`config.mk`:
```
export PLATFORM = sky130hd
export DESIGN_NAME = spi_fault_ctrl
export DESIGN_NICKNAME = d
export VERILOG_FILES = /design/src/rtl/spi_fc_pkg.sv /design/src/rtl/spi_fc_sync.sv /design/src/rtl/spi_fc_engine.sv /design/src/rtl/spi_fc_flags.sv /design/src/rtl/spi_fault_ctrl.sv
export SDC_FILE = /design/constraint.sdc
export NUM_CORES = 1
export LEC_CHECK = 0
export BUFFER_PORTS_ARGS = -buffer_cell sky130_fd_sc_hd__buf_4
export CAP_MARGIN = 20
export CELL_PAD_IN_SITES_DETAIL_PLACEMENT = 0
export CELL_PAD_IN_SITES_GLOBAL_PLACEMENT = 2
export CORE_MARGIN = 3
export CORE_UTILIZATION = 39
export CTS_CLUSTER_DIAMETER = 40
export DETAILED_ROUTE_END_ITERATION = 8
export PLACE_DENSITY = 0.78
export SYNTH_ARGS = -nofsm -noshare
export SYNTH_HDL_FRONTEND = slang
export SYNTH_HIERARCHICAL = 1
export SYNTH_SLANG_ARGS = --single-unit
```
`constraint.sdc`:
```
create_clock -name clk -period 2.9 [get_ports clk]
set_input_delay 0.145 -clock clk [delete_from_list [all_inputs] [get_ports clk]]
set_output_delay 0.145 -clock clk [all_outputs]
set_load 0.05 [all_outputs]
```
`src/rtl/spi_fc_pkg.sv`:
```
package spi_fc_pkg;
   typedef enum logic [1:0] {
      RA_CTRL = 2'd0,
      RA_STAT = 2'd1,
      RA_DATA = 2'd2
   } reg_addr_e;

   // control register bit positions
   localparam int CB_EN    = 0;
   localparam int CB_MSTR  = 1;
   localparam int CB_SSDIS = 2;

   // status register bit positions
   localparam int SB_DONE  = 7;
   localparam int SB_COL   = 6;
   localparam int SB_SSERR = 5;
   localparam int SB_FAULT = 4;

   // index of each read-then-access flag inside the paired flag bank
   localparam int FI_DONE  = 0;
   localparam int FI_COL   = 1;
   localparam int FI_FAULT = 2;
   localparam int FI_NUM   = 3;
endpackage

```
`src/rtl/spi_fc_sync.sv`:
```
module spi_fc_sync #(
   parameter int            W      = 3,
   parameter int            STAGES = 2,
   parameter logic [W-1:0]  RST    = '0
) (
   input  logic         clk,
   input  logic         rst_n,
   input  logic [W-1:0] d,
   output logic [W-1:0] q
);
   generate
      if (STAGES == 1) begin : g_one
         logic [W-1:0] st;
         always_ff @(posedge clk or negedge rst_n) begin
            if (!rst_n) st <= RST;
            else        st <= d;
         end
         assign q = st;
      end else begin : g_chain
         logic [STAGES-1:0][W-1:0] st;
         always_ff @(posedge clk or negedge rst_n) begin
            if (!rst_n) st <= {STAGES{RST}};
            else        st <= {st[STAGES-2:0], d};
         end
         assign q = st[STAGES-1];
      end
   endgenerate
endmodule

```
`src/rtl/spi_fc_engine.sv`:
```
module spi_fc_engine #(
   parameter int DW  = 8,
   parameter int DIV = 4
) (
   input  logic          clk,
   input  logic          rst_n,
   input  logic          en,
   input  logic          mstr,
   input  logic          ss_sel_n,
   input  logic          start,
   input  logic [DW-1:0] load_byte,
   input  logic [DW-1:0] txbuf,
   input  logic          miso_i,
   input  logic          sck_s,
   input  logic          mosi_s,
   output logic          sck_o,
   output logic          mosi_o,
   output logic          miso_o,
   output logic          busy,
   output logic          done,
   output logic [DW-1:0] rx_byte,
   output logic          ss_abort
);
   localparam int HALF = DIV / 2;
   localparam int CW   = (DW > 1) ? $clog2(DW) : 1;
   localparam int DCW  = (DIV > 1) ? $clog2(DIV) : 1;

   logic [DW-1:0]  sreg, rx_q;
   logic [CW-1:0]  bitcnt;
   logic [DCW-1:0] divcnt;
   logic           smp, mbusy, sck_q, reload, done_q, abort_q;
   logic           master_on, slave_on, sel, rise, fall, last_bit;

   assign master_on = en && mstr;
   assign slave_on  = en && !mstr;
   assign sel       = slave_on && !ss_sel_n;
   assign rise      = sck_s && !sck_q;
   assign fall      = !sck_s && sck_q;
   assign last_bit  = (bitcnt == CW'(DW - 1));

   always_ff @(posedge clk or negedge rst_n) begin
      if (!rst_n) begin
         sreg <= '0; rx_q <= '0; bitcnt <= '0; divcnt <= '0;
         smp <= 1'b0; mbusy <= 1'b0; sck_q <= 1'b0; reload <= 1'b0;
         done_q <= 1'b0; abort_q <= 1'b0;
      end else begin
         done_q  <= 1'b0;
         abort_q <= 1'b0;
         sck_q   <= sck_s;
         if (master_on) begin
            reload <= 1'b0;
            if (!mbusy) begin
               divcnt <= '0;
               bitcnt <= '0;
               if (start) begin
                  sreg  <= load_byte;
                  mbusy <= 1'b1;
               end
            end else begin
               divcnt <= (divcnt == DCW'(DIV - 1)) ? '0 : divcnt + DCW'(1);
               if (divcnt == DCW'(HALF - 1)) smp <= miso_i;
               if (divcnt == DCW'(DIV - 1)) begin
                  sreg   <= {sreg[DW-2:0], smp};
                  bitcnt <= bitcnt + CW'(1);
                  if (last_bit) begin
                     mbusy  <= 1'b0;
                     done_q <= 1'b1;
                     rx_q   <= {sreg[DW-2:0], smp};
                  end
               end
            end
         end else begin
            mbusy  <= 1'b0;
            divcnt <= '0;
            if (!sel) begin
               if (slave_on && bitcnt != '0 && !mbusy) abort_q <= 1'b1;
               bitcnt <= '0;
               reload <= 1'b0;
               sreg   <= txbuf;
            end else begin
               if (rise) begin
                  smp <= mosi_s;
                  if (last_bit) begin
                     bitcnt <= '0;
                     done_q <= 1'b1;
                     rx_q   <= {sreg[DW-2:0], mosi_s};
                     reload <= 1'b1;
                  end else begin
                     bitcnt <= bitcnt + CW'(1);
                  end
               end
               if (fall) begin
                  if (reload) begin
                     sreg   <= txbuf;
                     reload <= 1'b0;
                  end else begin
                     sreg <= {sreg[DW-2:0], smp};
                  end
               end
            end
         end
      end
   end

   assign sck_o    = mbusy && (divcnt >= DCW'(HALF));
   assign mosi_o   = master_on && mbusy && sreg[DW-1];
   assign miso_o   = sel && sreg[DW-1];
   assign busy     = master_on ? mbusy : (sel && bitcnt != '0);
   assign done     = done_q;
   assign rx_byte  = rx_q;
   assign ss_abort = abort_q;
endmodule

```
`src/rtl/spi_fc_flags.sv`:
```
module spi_fc_flags #(
   parameter int NP = 3
) (
   input  logic          clk,
   input  logic          rst_n,
   input  logic [NP-1:0] set_v,
   input  logic [NP-1:0] clr_v,
   input  logic          stat_rd,
   output logic [NP-1:0] flag_v
);
   generate
      for (genvar i = 0; i < NP; i++) begin : g_flag
         logic f, arm;
         always_ff @(posedge clk or negedge rst_n) begin
            if (!rst_n) begin
               f   <= 1'b0;
               arm <= 1'b0;
            end else begin
               // a new event wins over a clear in the same cycle
               if (set_v[i])               f <= 1'b1;
               else if (arm && clr_v[i])   f <= 1'b0;
               // arm only when software has seen the flag set
               if (arm && clr_v[i])        arm <= 1'b0;
               else if (stat_rd && f)      arm <= 1'b1;
            end
         end
         assign flag_v[i] = f;
      end
   endgenerate
endmodule

```
`src/rtl/spi_fault_ctrl.sv`:
```
module spi_fault_ctrl #(
   parameter int DW   = 8,
   parameter int DIV  = 4,
   parameter int SYNC = 2
) (
   input  logic          clk,
   input  logic          rst_n,
   input  logic [1:0]    reg_addr,
   input  logic          reg_wr,
   input  logic          reg_rd,
   input  logic [DW-1:0] reg_wdata,
   output logic [DW-1:0] reg_rdata,
   output logic          sck_o,
   output logic          mosi_o,
   input  logic          miso_i,
   input  logic          sck_i,
   input  logic          mosi_i,
   input  logic          ss_n_i,
   output logic          miso_o,
   output logic          irq_xfer,
   output logic          irq_err
);
   import spi_fc_pkg::*;

   generate
      if (DW < 8) begin : g_bad_dw
         $error("spi_fault_ctrl: DW must be at least 8");
      end
      if (DIV < 2 || (DIV % 2) != 0) begin : g_bad_div
         $error("spi_fault_ctrl: DIV must be even and at least 2");
      end
      if (SYNC < 1) begin : g_bad_sync
         $error("spi_fault_ctrl: SYNC must be at least 1");
      end
   endgenerate

   logic              acc_ctrl_wr, acc_stat_rd, acc_data, acc_data_wr;
   logic              ctl_en, ctl_mstr, ctl_ssdis;
   logic              sck_s, mosi_s, ss_s;
   logic              fault_evt, col_set, start;
   logic              eng_busy, eng_done, eng_abort;
   logic [DW-1:0]     eng_rx, txbuf, rx_hold;
   logic [FI_NUM-1:0] pset, pclr, pflag;
   logic              flg_done, flg_col, flg_fault, flg_sserr;

   assign acc_ctrl_wr = reg_wr && (reg_addr == RA_CTRL);
   assign acc_stat_rd = reg_rd && (reg_addr == RA_STAT);
   assign acc_data    = (reg_wr || reg_rd) && (reg_addr == RA_DATA);
   assign acc_data_wr = reg_wr && (reg_addr == RA_DATA);

   spi_fc_sync #(.W(3), .STAGES(SYNC), .RST(3'b001)) u_sync (
      .clk(clk), .rst_n(rst_n),
      .d({sck_i, mosi_i, ss_n_i}),
      .q({sck_s, mosi_s, ss_s})
   );

   assign fault_evt = ctl_en && ctl_mstr && !ctl_ssdis && !ss_s;
   assign col_set   = acc_data_wr && eng_busy;
   assign start     = acc_data_wr && !eng_busy && ctl_en && ctl_mstr && !fault_evt;

   always_ff @(posedge clk or negedge rst_n) begin
      if (!rst_n) begin
         ctl_en <= 1'b0; ctl_mstr <= 1'b0; ctl_ssdis <= 1'b0;
         txbuf <= '0; rx_hold <= '0; flg_sserr <= 1'b0;
      end else begin
         if (acc_ctrl_wr) begin
            ctl_en    <= reg_wdata[CB_EN];
            ctl_mstr  <= reg_wdata[CB_MSTR];
            ctl_ssdis <= reg_wdata[CB_SSDIS];
         end
         if (fault_evt) begin
            ctl_en   <= 1'b0;
            ctl_mstr <= 1'b0;
         end
         if (acc_data_wr && !eng_busy) txbuf <= reg_wdata;
         if (eng_done && !flg_done)    rx_hold <= eng_rx;
         if (eng_abort)                              flg_sserr <= 1'b1;
         else if (acc_ctrl_wr && !reg_wdata[CB_EN])  flg_sserr <= 1'b0;
      end
   end

   spi_fc_engine #(.DW(DW), .DIV(DIV)) u_eng (
      .clk(clk), .rst_n(rst_n), .en(ctl_en), .mstr(ctl_mstr),
      .ss_sel_n(ss_s && !ctl_ssdis), .start(start),
      .load_byte(reg_wdata), .txbuf(txbuf), .miso_i(miso_i),
      .sck_s(sck_s), .mosi_s(mosi_s), .sck_o(sck_o), .mosi_o(mosi_o),
      .miso_o(miso_o), .busy(eng_busy), .done(eng_done),
      .rx_byte(eng_rx), .ss_abort(eng_abort)
   );

   always_comb begin
      pset = '0;
      pclr = '0;
      pset[FI_DONE]  = eng_done;
      pclr[FI_DONE]  = acc_data;
      pset[FI_COL]   = col_set;
      pclr[FI_COL]   = acc_data;
      pset[FI_FAULT] = fault_evt;
      pclr[FI_FAULT] = acc_ctrl_wr;
   end

   spi_fc_flags #(.NP(FI_NUM)) u_flags (
      .clk(clk), .rst_n(rst_n), .set_v(pset), .clr_v(pclr),
      .stat_rd(acc_stat_rd), .flag_v(pflag)
   );

   assign flg_done  = pflag[FI_DONE];
   assign flg_col   = pflag[FI_COL];
   assign flg_fault = pflag[FI_FAULT];

   always_comb begin
      reg_rdata = '0;
      case (reg_addr)
         RA_CTRL: begin
            reg_rdata[CB_EN]    = ctl_en;
            reg_rdata[CB_MSTR]  = ctl_mstr;
            reg_rdata[CB_SSDIS] = ctl_ssdis;
         end
         RA_STAT: begin
            reg_rdata[SB_DONE]  = flg_done;
            reg_rdata[SB_COL]   = flg_col;
            reg_rdata[SB_SSERR] = flg_sserr;
            reg_rdata[SB_FAULT] = flg_fault;
         end
         RA_DATA: reg_rdata = rx_hold;
         default: reg_rdata = '0;
      endcase
   end

   assign irq_xfer = flg_done;
   assign irq_err  = flg_fault && !ctl_ssdis;
endmodule

```
## After elaboration in Yosys (flattened, before gate mapping)

Index checks and enable logic that the tools add are counted.

| storage, ports and cells | value |
|---|---|
| flip-flop bits (word level) | 59 |
| input port bits | 18 |
| output and inout bits | 13 |
| word-level logic and storage cells | 170 |

| cells by class | value |
|---|---|
| add/sub/neg operators | 2 |
| order comparisons | 1 |
| eq/ne operators | 12 |
| muxes and demuxes | 70 |
| reduce and logical (&&, ||, !) cells | 61 |

Operator list:

| cell | number |
|---|---|
| $mux 8 | 14 |
| $mux 1 | 45 |
| $logic_and 1x1->1 | 33 |
| $reduce_bool 2->1 | 10 |
| $mux 3 | 6 |
| $logic_not 1->1 | 11 |
| $ne 3x2->1 const B | 3 |
| $pmux 4 s2 | 1 |
| $mux 2 | 3 |
| $pmux 3 s2 | 1 |
| $reduce_and 5->1 | 1 |
| $eq 2x1->1 const B | 2 |
| $eq 2x2->1 const B | 2 |
| $ne 2x2->1 const B | 2 |
| $reduce_and 4->1 | 1 |
| $add 3x1->3 const B | 1 |
| $eq 3x3->1 const B | 1 |
| $ne 3x3->1 const B | 1 |
| $reduce_and 3->1 | 1 |
| $reduce_bool 3->1 | 1 |
| $add 2x1->2 const B | 1 |
| $ge 2x2->1 const B | 1 |
| $logic_not 2->1 | 1 |
| $ne 2x1->1 const B | 1 |
| 2 further kinds | 2 |

## Logic depth before layout (Yosys ltp)

Gate-level depths: netlist of the first run.

| depth | value |
|---|---|
| depth in word-level cells | 14 |
| gate-level depth with buffers | 12 |
| depth with buffers taken out | 10 |

## Cells and area by module

The synthesis of the first run kept the hierarchy.

By module, submodules not included:

| module | times used | cells an instance | area an instance (µm²) | seq. area each (µm²) |
|---|---|---|---|---|
| spi_fc_engine | 1 | 120 | 1390.1 | 675.6 |
| spi_fault_ctrl | 1 | 77 | 997.2 | 500.5 |
| spi_fc_flags | 1 | 21 | 247.7 | 150.1 |
| spi_fc_sync | 1 | 9 | 175.2 | 152.6 |

## Worst setup path before layout of the first run

Ideal clock, no wire load.

| timing | value |
|---|---|
| kind | flip-flop to flip-flop |
| from | register u_sync.g_chain.st, in the netlist u_sync/q[0] |
| to | register u_eng.sreg[0] |
| library setup time | 79 ps |
| arrival | 2262 ps |
| required time | 2821 ps |
| slack | 559 ps |
| cell stages (with the launch flop) | 13 |
| buffers on the path | 3 |
| cell sequence | dfstp_2 -> buf_4 -> nor2b_1 -> or3b_1 -> buf_6 -> o21ai_0 -> nand3b_4 -> nor2_1 -> mux2i_1 -> a22oi_1 -> nor2b_1 -> buf_2 -> mux2i_1 |

| between the ends | value |
|---|---|
| word-level cells in the longest chain between the ends | 12 |
| elaborated cells on any way between the ends | 18 |
| those cells by class | eq/ne: 2; mux: 3; reduce/logical: 13 |

RTL lines:

| item | line | RTL |
|---|---|---|
| from (decl) | spi_fc_sync.sv:20 | `logic [STAGES-1:0][W-1:0] st;` |
| from (signal assigned) | spi_fc_sync.sv:22 | `if (!rst_n) st <= {STAGES{RST}};` |
| from (signal assigned) | spi_fc_sync.sv:23 | `else st <= {st[STAGES-2:0], d};` |
| $logic_and 1x1->1 | spi_fault_ctrl.sv:84 | `.ss_sel_n(ss_s && !ctl_ssdis), .start(start),` |
| $logic_not 1->1 | spi_fc_engine.sv:36 | `assign sel = slave_on && !ss_sel_n;` |
| $logic_and 1x1->1 | spi_fc_engine.sv:36 |  |
| $logic_and 1x1->1 | spi_fc_engine.sv:108 | `assign busy = master_on ? mbusy : (sel && bitcnt != '0);` |
| $mux 1 | spi_fc_engine.sv:108 |  |
| via eng_busy | spi_fault_ctrl.sv:41 | `logic eng_busy, eng_done, eng_abort;` |
| $logic_not 1->1 | spi_fault_ctrl.sv:59 | `assign start = acc_data_wr && !eng_busy && ctl_en && ctl_mstr && !fault_evt;` |
| $logic_and 1x1->1 (4 in series) | spi_fault_ctrl.sv:59 |  |
| via start | spi_fault_ctrl.sv:40 | `logic fault_evt, col_set, start;` |
| $ne 3x2->1 (no line) | - |  |
| $reduce_and 3->1 (no line) | - |  |
| to (signal assigned) | spi_fc_engine.sv:79 | `sreg <= txbuf;` |
| to (signal assigned) | spi_fc_engine.sv:94 | `sreg <= txbuf;` |
| to (signal assigned) | spi_fc_engine.sv:97 | `sreg <= {sreg[DW-2:0], smp};` |
| to (decl) | spi_fc_engine.sv:28 | `logic [DW-1:0] sreg, rx_q;` |

The timed path passes the listed nets, and every way through them passes these cells.
A chain may end at the register's enable or synchronous reset.

## Worst setup path after layout of the first run

| timing | value |
|---|---|
| from | register u_sync.g_chain.st, in the netlist u_sync/q[0] |
| to | register u_eng.sreg[7] |

The elaborated chain is that of the path after synthesis.

==> results of run 1 <==
## cell families (layout without fill, tap and decap cells)
family                   count (synthesis)  in the layout
AO/OA/AOI/OAI                           41             41
adder cells (fa/ha/maj)                  9              9
buffers and inverters                   31             71
flip-flops                              59             59
multiplexers                            36             36
AND/OR/NAND/NOR                         51             51
## power groups by stage
stage,Sequential [uW],Combinational [uW],Clock [uW]
final,1070,447,657
after global routing,1090,500,718
after CTS,1070,452,679
after detailed placement,1080,444,0
after global placement,1080,440,0
after floorplan,1040,352,0
## worst max path at each step
| stage | start | endpoint | slack (ps) | cells after the start |
|---|---|---|---|---|
| 6_report | u_sync/q[0] | u_eng/sreg[7] | 350 | 9 |
| 3_5_place_dp | ctl_ssdis | u_eng/sreg[7] | 100 | 9 |
| 3_3_place_gp | u_sync/q[0] | u_eng/sreg[4] | 210 | 9 |
| 5_1_grt | ctl_ssdis | u_eng/sreg[3] | 100 | 9 |
| 2_1_floorplan | u_sync/q[0] | u_eng/sreg[0] | 560 | 12 |
| 4_1_cts | u_sync/q[0] | u_eng/sreg[7] | 70 | 9 |
## cell usage after synthesis (4+ instances only)
cell type	instances
nor2_1	13
a22o_1	5
nand2_1	8
a22oi_1	6
buf_2	4
inv_1	16
mux2_4	7
mux2i_1	12
buf_4	7
dfrtp_1	57
nand3_1	5
a21o_1	4
mux2_2	17
nor2b_1	10
ha_1	9
a222oi_1	8
## registers in the layout, summed over array words and instances (netlist names), 2 cells and up
name                flops
rx_hold                 8
u_sync/g_chain.st       3
u_eng/bitcnt            3
u_eng/divcnt            2
u_flags/g_flag.arm      3
u_flags/g_flag.f        3
txbuf                   8
u_eng/rx_byte           8
u_sync/q                3
u_eng/sreg              8
## metal layers
metal	GRT usage	vias up
li1	-	881
met1	0.232	914
met2	0.213	53
met3	0.0458	4
met4	0.0666	0
met5	0	-
## metrics by stage
step	area (sq um)	worst slack, ps	total power, uW	instances	util
after floorplan	2810	559	1400	227	-
after global placement	3080	210	1520	343	0.446
after global routing	3300	99.1	2300	363	0.477
after CTS	3290	73.0	2200	363	0.477
after detailed placement	3080	103	1530	343	0.446
final	3300	354	2170	363	0.477
## worst register-to-register path, stage by stage (launching register included)
cell      delay, ps
dfstp_2         370
nor2b_1         180
or3b_1          390
o21ai_0         250
nand3b_4        270
nor2_1           90
mux2i_1         130
a22oi_1          90
nor2b_2         430
mux2i_1         260
## repair_timing
action | in CTS | in global routing
hold buffers | 4 | 0
resized for setup | 0 | 1
endpoints found under the hold margin | 60 | 0
endpoints found under the setup margin | 0 | 8
## cell type report
| cell class | instances | area [sq um] |
|---|---|---|
| Clock buffer | 12 | 145 |
| Tap cell | 96 | 120 |
| Timing Repair Buffer | 39 | 303 |
| Multi-Input combinational cell | 137 | 1160 |
| Inverter | 16 | 60.1 |
| Sequential cell | 59 | 1480 |
| Clock inverter | 4 | 26.3 |
| Fill cell | 671 | 3610 |
==> run summary, run 1 <==
Yosys top cell by area -> dfrtp_1
Initial drt markers -> 142
Die Area -> 8260 sq um
Wire length of the first global-routing pass -> 10.1 mm
Simple-gate share of the synthesized area -> 0.104
Post-Synth Adder-Cell Area -> 0.0401
Reg2Reg Setup Slack -> 350 ps
Largest family of logic cells by synthesized area -> multiplexers
Worst Hold Launch -> reg_wdata[6]
Die Span Y -> 90.9 um
Crit path buffers/inverters -> 0
R2r startpoint -> u_sync/q[0]
GRT Total Usage -> 0.157
Wirelength per Cell -> 16.3 um
Final Hold Viols -> 0
Mapped Nets -> 254
DRC viols -> 0
Combinational Power Share -> 0.206
Area Overhead vs Synth -> 17.3%
I/O pins -> 31
Synth cell types -> 44
H-tree depth -> 3
Initial antenna violation count -> 0
Worst setup SP type -> register
Syn Std Cell Area -> 2810 sq um
Clk buf depth -> 2
WS Path Type -> reg2reg
CP Cell Sequence -> nor2b_1 > or3b_1 > o21ai_0 > nand3b_4 > nor2_1 > mux2i_1 > a22oi_1 > nor2b_2 > mux2i_1
Post-Synthesis Cells -> 227
Clock tree from TritonCTS -> built
Hold Crit Depth -> 2
Final setup skew -> 7.19 ps
EDFF count, synth -> 0
Starting density of the core -> 0.407
Worst path top cell family by delay -> simple AND/OR/NAND/NOR gates
Via count -> 1852
Synth Register Bits -> 59
Reg2reg path depth -> 9
Sw frac -> 0.310
LEAKAGE -> 0.00160 uW
Post-synthesis sequential area ratio -> 0.526
Capturing point of the worst reg2reg path -> u_eng/sreg[7]
Overflow after GRT -> 0
Reg power frac -> 0.491
Max VDD drop -> 251 uV
Status -> finished clean
Max Slew Vio Count -> 0
Synth top area share -> 0.508
Relative slew slack -> 0.455
Syn_area_per_cell -> 12.4 sq um
Critical Path Max Stage Delay -> 430 ps
Max-cap violations -> 0
Period utilisation layout -> 0.878
Die width -> 90.9 um
Pwr Density -> 658 nW/um^2
Routed WL -> 5.90 mm
Share of layout cells above drive strength 1 -> 0.315
Met2 wire len -> 2.64 mm
Met3 WL -> 302 um
P_sw -> 672 uW
Core Region -> 6910 sq um
Compound-Gate Fraction of Synth Area -> 0.121
Vias in the first global route -> 1949
Most used DFF post-synth -> dfrtp_1
Hold slack -> 52.0 ps
Clock Power Share -> 0.303
Largest net degree at the start of global routing -> 60
Placed wire-length estimate -> 4.02 mm
FMAX -> 0.393 GHz
Clock Pin Slew Worst Setup and Hold Paths -> 70 ps
Worst-Skew Late Latency -> 330 ps
Post-synthesis xor/xnor area fraction -> 0
# diodes -> 0
Layout net count -> 289
Setup TNS -> 0 ps
DRT Pass-1 Iters -> 5
Via density -> 5.10
Met1 Wirelength -> 2.90 mm
DR top layer -> met4
Main area contributors after synthesis -> dfrtp_1 51%, mux2_2 6.8%, mux2i_1 4.3%, ha_1 4.0%, mux2_4 3.7%
CTS root buf -> clkbuf_8
Critical path arrival -> 2790 ps
Postcts setup bufs -> 0
Std cell rows -> 30
Port bufs -> 30
Commonest non-fill, non-tap cell in the layout -> dfrtp_1
Final Setup Violations -> 0
Post-synthesis mux area share -> 0.148
Antenna Nets Post-Route -> 0
CP Data Required Time -> 3150 ps
Hold EP -> txbuf[6]
Routability congestion estimate -> 0.788
Slowest CP cell -> nor2b_2
Worst hold path type -> in2reg
Clock buffer count from CTS -> 9
Worst Path Max Fanout -> 9
Most frequent cells in the layout -> 57 x dfrtp_1, 35 x buf_4, 17 x mux2_2
Clk sinks -> 59
Tmin final -> 2550 ps
Cell mode on critical path -> mux2i_1
Internal -> 1500 uW
RSZ-0062 raised after global routing -> no
Post-synth ARST share -> 1.00
Slew @ Worst Pin -> 815 ps
Worst setup EP type -> register
Ys Warns -> 6
Note: power is estimated with default switching activity, not from simulation.
==> inputs of run 2 (changes only) <==
REMOVE_ABC_BUFFERS = 1   (was unset)
==> run 2 against run 1 <==
Compared with the run above:
- register-to-register slack gained 130 ps
- sequential share of layout area fell by 0.52 points
- largest power group unchanged
- die area unchanged
==> run summary, run 2 (synthesis results as in run 1) <==
Status -> finished clean
Sw frac -> 0.283
Final Util -> 0.483
Pwr Density -> 706 nW/um^2
Period utilisation layout -> 0.832
GRT met2 Usage -> 0.212
Via density -> 4.99
Clock Power Share -> 0.359
Clock tree from TritonCTS -> built
Area Overhead vs Synth -> 18.7%
Combinational Power Share -> 0.178
I/O pins -> 31
Wire length of the first global-routing pass -> 9.97 mm
Worst Path Max Fanout -> 13
Hold EP -> txbuf[3]
Final Hold Viols -> 0
Clk buf depth -> 2
Die Area -> 8260 sq um
Starting density of the core -> 0.407
GRT Total Usage -> 0.157
Initial antenna violation count -> 0
Routability congestion estimate -> 0.765
H-tree depth -> 3
FMAX -> 0.414 GHz
Final Setup Violations -> 0
WS Path Type -> reg2reg
Overflow after GRT -> 0
Tmin final -> 2410 ps
Std cell rows -> 30
Worst-Skew Late Latency -> 330 ps
Reg2Reg Setup Slack -> 490 ps
Layout net count -> 287
Max VDD drop -> 294 uV
Antenna Nets Post-Route -> 0
Port bufs -> 30
Relative slew slack -> 0.476
Routed WL -> 5.80 mm
Setup TNS -> 0 ps
Die width -> 90.9 um
GRT busiest layer -> met1
DRT Pass-1 Iters -> 6
Critical path arrival -> 2670 ps
Placed wire-length estimate -> 3.97 mm
Initial drt markers -> 122
Capturing point of the worst reg2reg path -> u_eng/sreg[3]
Worst setup EP type -> register
Worst hold path type -> in2reg
# diodes -> 0
Worst setup SP type -> register
Core Region -> 6910 sq um
Max-cap violations -> 0
R2r startpoint -> ctl_en
Clock buffer count from CTS -> 9
P_sw -> 667 uW
Reg2reg path depth -> 9
Global-route met1 utilization -> 0.230
Commonest non-fill, non-tap cell in the layout -> dfrtp_1
DRC viols -> 0
CTS root buf -> clkbuf_8
Max Slew Vio Count -> 0
CP Data Required Time -> 3150 ps
Hold Crit Depth -> 2
Wirelength per Cell -> 16.1 um
RSZ-0062 raised after global routing -> no
Internal -> 1690 uW
Clock Pin Slew Worst Setup and Hold Paths -> 70 ps
Slew @ Worst Pin -> 784 ps
Vias in the first global route -> 1860
Met3 GRT Util -> 0.0417
Reg power frac -> 0.463
Largest net degree at the start of global routing -> 60
Final setup skew -> 10.4 ps
Via count -> 1801
Worst Hold Launch -> reg_wdata[3]
Die Span Y -> 90.9 um
LEAKAGE -> 0.00161 uW
Most frequent cells in the layout -> 57 x dfrtp_1, 33 x buf_4, 17 x mux2_2
Clk sinks -> 59
Share of layout cells above drive strength 1 -> 0.309
Postcts setup bufs -> 0
## run 2: cell count changes in the layout (fill, tap and decap cells not counted)
cell       delta
nor2b_1       +1
clkbuf_1      -1
clkinv_4      -1
clkbuf_8      +1
clkinv_2      -1
nor2b_2       -1
buf_4         -2
bufinv_16     +2
## run 2: area by class of cell
class	instances	area [sq um]
Timing Repair Buffer	37	288
Multi-Input combinational cell	137	1160
Clock buffer	12	155
Inverter	16	60.1
Tap cell	96	120
Fill cell	676	3570
Clock inverter	4	72.6
Sequential cell	59	1480
## run 2: per-layer routing
layer | wire length (um) | up-vias | part of all wire
li1 | - | 873 | -
met1 | 2960 | 880 | 0.51
met2 | 2530 | 44 | 0.44
met3 | 252 | 4 | 0.043
met4 | 61 | 0 | 0.011
met5 | 0 | - | 0
## run 2: timing repair
action / in CTS / in global routing
endpoints found under the hold margin: 60 / 0
resized for setup: 0 / 0
hold buffers: 4 / 0
## run 2: how the worst max path moves through the flow
stage,start,to
finish,ctl_en,u_eng/sreg[3]
global route,u_sync/q[0],u_eng/sreg[1]
floorplan,u_sync/q[0],u_eng/sreg[0]
global placement,ctl_en,u_eng/sreg[3]
detailed placement,ctl_en,u_eng/sreg[4]
CTS,ctl_ssdis,u_eng/sreg[4]
## run 2: through the flow
| stage | cells | setup slack, ps | hold WS (ps) | instance area, sq um | total power (uW) |
|---|---|---|---|---|---|
| 2_1_floorplan | 212 | 350 | -151 | 2700 | 1350 |
| 3_3_place_gp | 341 | 632 | 254 | 3070 | 1520 |
| 5_1_grt | 361 | 226 | 38.9 | 3340 | 2490 |
| 4_1_cts | 361 | 499 | 37.2 | 3340 | 2390 |
| 6_report | 361 | 486 | 56.6 | 3340 | 2360 |
| 3_5_place_dp | 341 | 539 | 255 | 3070 | 1520 |
## run 2: power by group through the flow
| stage | clock, uW | combinational [uW] | sequential [uW] |
|---|---|---|---|
| floorplan | 0 | 302 | 1050 |
| global placement | 0 | 419 | 1100 |
| detailed placement | 0 | 420 | 1100 |
| CTS | 871 | 425 | 1090 |
| global route | 912 | 466 | 1110 |
| finish | 846 | 419 | 1090 |
## run 2: critical path, cell delays in order, from the launching register on
cell      delay (ps)
dfrtp_1          570
or3b_1           410
o21ai_0          270
nand3b_4         270
nor2_1            90
mux2i_1          130
a22oi_1           80
nor2b_1          130
buf_4            200
mux2i_1          200
==> inputs of run 3 (changes only) <==
ABC_AREA = 1   (was unset)
CORE_UTILIZATION = 31   (was 39)
PLACE_DENSITY = 0.76   (was 0.78)
clock period = 2.11 ns   (was 2.9 ns; I/O delays follow)
==> run 3 against run 2 <==
Compared with the run above:
- final cell count grew 65%
- clock skew down 3.7 ps
- wire length rose by 29%
- critical path type unchanged
- critical endpoint is now u_eng/sreg[5]
==> run summary, run 3 <==
Post-synthesis sequential area ratio -> 0.471
Cells after DPL -> 573
Max Slew Vio Count -> 0
Clock tree from TritonCTS -> built
Max-cap violations -> 0
Worst Path Max Fanout -> 8
Initial antenna violation count -> 0
Via density -> 4.34
Share of layout cells above drive strength 1 -> 0.173
Post-Synthesis Cells -> 418
Non-filler cells, final -> 595
Final Util -> 0.385
Critical Path Start -> u_sync/q[0]
Wirelength per Cell -> 12.6 um
Final Hold Viols -> 0
Area Overhead vs Synth -> 20.7%
Fin area -> 3780 sq um
H-tree depth -> 3
Synth top area share -> 0.455
DRT Pass-1 Iters -> 4
Main area contributors after synthesis -> dfrtp_1 45%, nand2_1 22%, inv_1 6.0%, nor2_1 4.2%, o21ai_0 4.0%
Clock Pin Slew Worst Setup and Hold Paths -> 70 ps
Starting density of the core -> 0.319
Layout net count -> 484
Die width -> 107 um
Relative slew slack -> 0.486
Placed inst area -> 3470 sq um
Clk sinks -> 59
Die Area -> 11400 sq um
CP Cell Sequence -> inv_1 > nor2_1 > inv_1 > nand3_1 > o21ai_0 > inv_1 > nand3_4 > nor3_4 > nor2_1 > nand2_2 > nand3_4 > inv_6 > nand2_1 > nand2_1
Overflow after GRT -> 0
DRC viols -> 0
Worst-Skew Late Latency -> 330 ps
Ys Warns -> 6
Min setup slack post-route -> 210 ps
Yosys top cell by area -> dfrtp_1
Largest net degree at the start of global routing -> 60
CP Data Required Time -> 2380 ps
Via count -> 2585
Std cell rows -> 36
Routability congestion estimate -> 0.834
Setup WS pre-CTS -> 103 ps
FMAX -> 0.526 GHz
I/O pins -> 31
Commonest non-fill, non-tap cell in the layout -> nand2_1
Final Setup Violations -> 0
GRT Total Usage -> 0.144
Initial drt markers -> 74
Synth cell types -> 26
CTS root buf -> clkbuf_8
Tmin final -> 1900 ps
Worst path top cell family by delay -> simple AND/OR/NAND/NOR gates
Synth top cells by count -> 180 x nand2_1, 57 x dfrtp_1, 50 x inv_1, 35 x nor2_1, 25 x o21ai_0
# diodes -> 0
EDFF count, synth -> 0
Core Region -> 9820 sq um
Synth Register Bits -> 59
LEAKAGE -> 0.00205 uW
Slowest CP cell -> dfstp_2
Post-synth ARST share -> 1.00
Worst setup EP type -> register
Cell mode on critical path -> inv_1
WS Path Type -> reg2reg
Wire length of the first global-routing pass -> 12.9 mm
Worst Hold Launch -> reg_wdata[4]
Syn_area_per_cell -> 7.50 sq um
Slew @ Worst Pin -> 771 ps
Final setup skew -> 6.67 ps
Period utilisation layout -> 0.901
Max VDD drop -> 432 uV
R2r startpoint -> u_sync/q[0]
Crit path buffers/inverters -> 4
Routed WL -> 7.50 mm
Port bufs -> 30
Antenna Nets Post-Route -> 0
Critical Path Max Stage Delay -> 530 ps
Worst hold path type -> in2reg
Worst setup SP type -> register
Clk buf depth -> 2
Syn Std Cell Area -> 3140 sq um
Pwr Density -> 1050 nW/um^2
Total Power -> 3960 uW
Count leader, synth -> nand2_1
Critical path arrival -> 2170 ps
Most frequent cells in the layout -> 179 x nand2_1, 57 x dfrtp_1, 50 x inv_1
Clock buffer count from CTS -> 9
Status -> finished clean
Vias in the first global route -> 2577
Die Span Y -> 107 um
Most used DFF post-synth -> dfrtp_1
Placed wire-length estimate -> 5.20 mm
==> run 3: changes by cell type after synthesis, sizes merged, moves of 4 or more <==
cell / delta
a21o: -4
a21oi: +4
a222oi: -8
a22o: -5
a22oi: -6
inv: +39
mux2: -24
mux2i: -12
nand2: +174
nand3: +9
nor2: +23
nor2b: -10
o21ai: +33
==> run 3: final cells by class <==
cell class / instances / area, sq um
clock inverter: 5 / 100
tap: 133 / 166
sequential: 59 / 1480
inverter: 56 / 215
fill: 1093 / 6030
clock buffer: 11 / 141
multi-input combinational: 289 / 1360
timing repair buffer: 42 / 325
==> run 3: tightest hold or removal path, delay by kind of cell <==
family / cells / cell delay (ps)
compound gates: 1 / 50
buf+inv: 2 / 160
==> run 3: where the power goes <==
group | leakage (uW) | switching, uW | internal (uW) | total (uW)
logic | 0.00116 | 758 | 389 | 1150
registers | 0.000765 | 193 | 1350 | 1540
clock network | 0.000123 | 461 | 814 | 1270
total | 0.00205 | 1410 | 2550 | 3960
==> run 3: worst paths after layout <==
path / end / slack, ps / cells past startpoint
worst max-delay path: u_eng/sreg[5] / 210 / 14
worst min-delay path: txbuf[4] / 30 / 3
worst max register to register: u_eng/sreg[5] / 210 / 14
worst min register to register: u_sync/q[2] / 350 / 0
max in group asynchronous: ctl_en / 1210 / 2
min in group asynchronous: u_flags/g_flag[1].arm / 390 / 2
==> run 3: routing by layer <==
| layer | GRT usage | share of wire |
|---|---|---|
| met1 | 0.193 | 0.48 |
| met3 | 0.0397 | 0.035 |
| met5 | 0 | 0 |
| met2 | 0.231 | 0.47 |
| met4 | 0.0374 | 0.0088 |
==> run 3: cells by family (layout without fill, tap and decap cells) <==
kind of cell | after synthesis | after routing | synth area share
AOI/OAI and AO/OA | 44 | 44 | 0.0854
adders and majority gates | 9 | 9 | 0.0359
buffers and inverters | 71 | 114 | 0.102
DFF | 59 | 59 | 0.471
and+or+nand+nor | 235 | 236 | 0.305
==> run 3: timing repair <==
item / CTS / global route
gates resized for setup: 0 / 4
endpoints found under the setup margin: 0 / 8
hold endpoints to repair: 60 / 0
buffers inserted: 0 / 1
hold buffers: 4 / 0
==> run 3: through the flow <==
stage | hold slack, ps | TNS (ps)
CTS | 11.9 | 0
global route | 10.7 | -10.7
floorplan | -190 | -1080
finish | 26.3 | 0
global placement | 216 | 0
detailed placement | 216 | 0
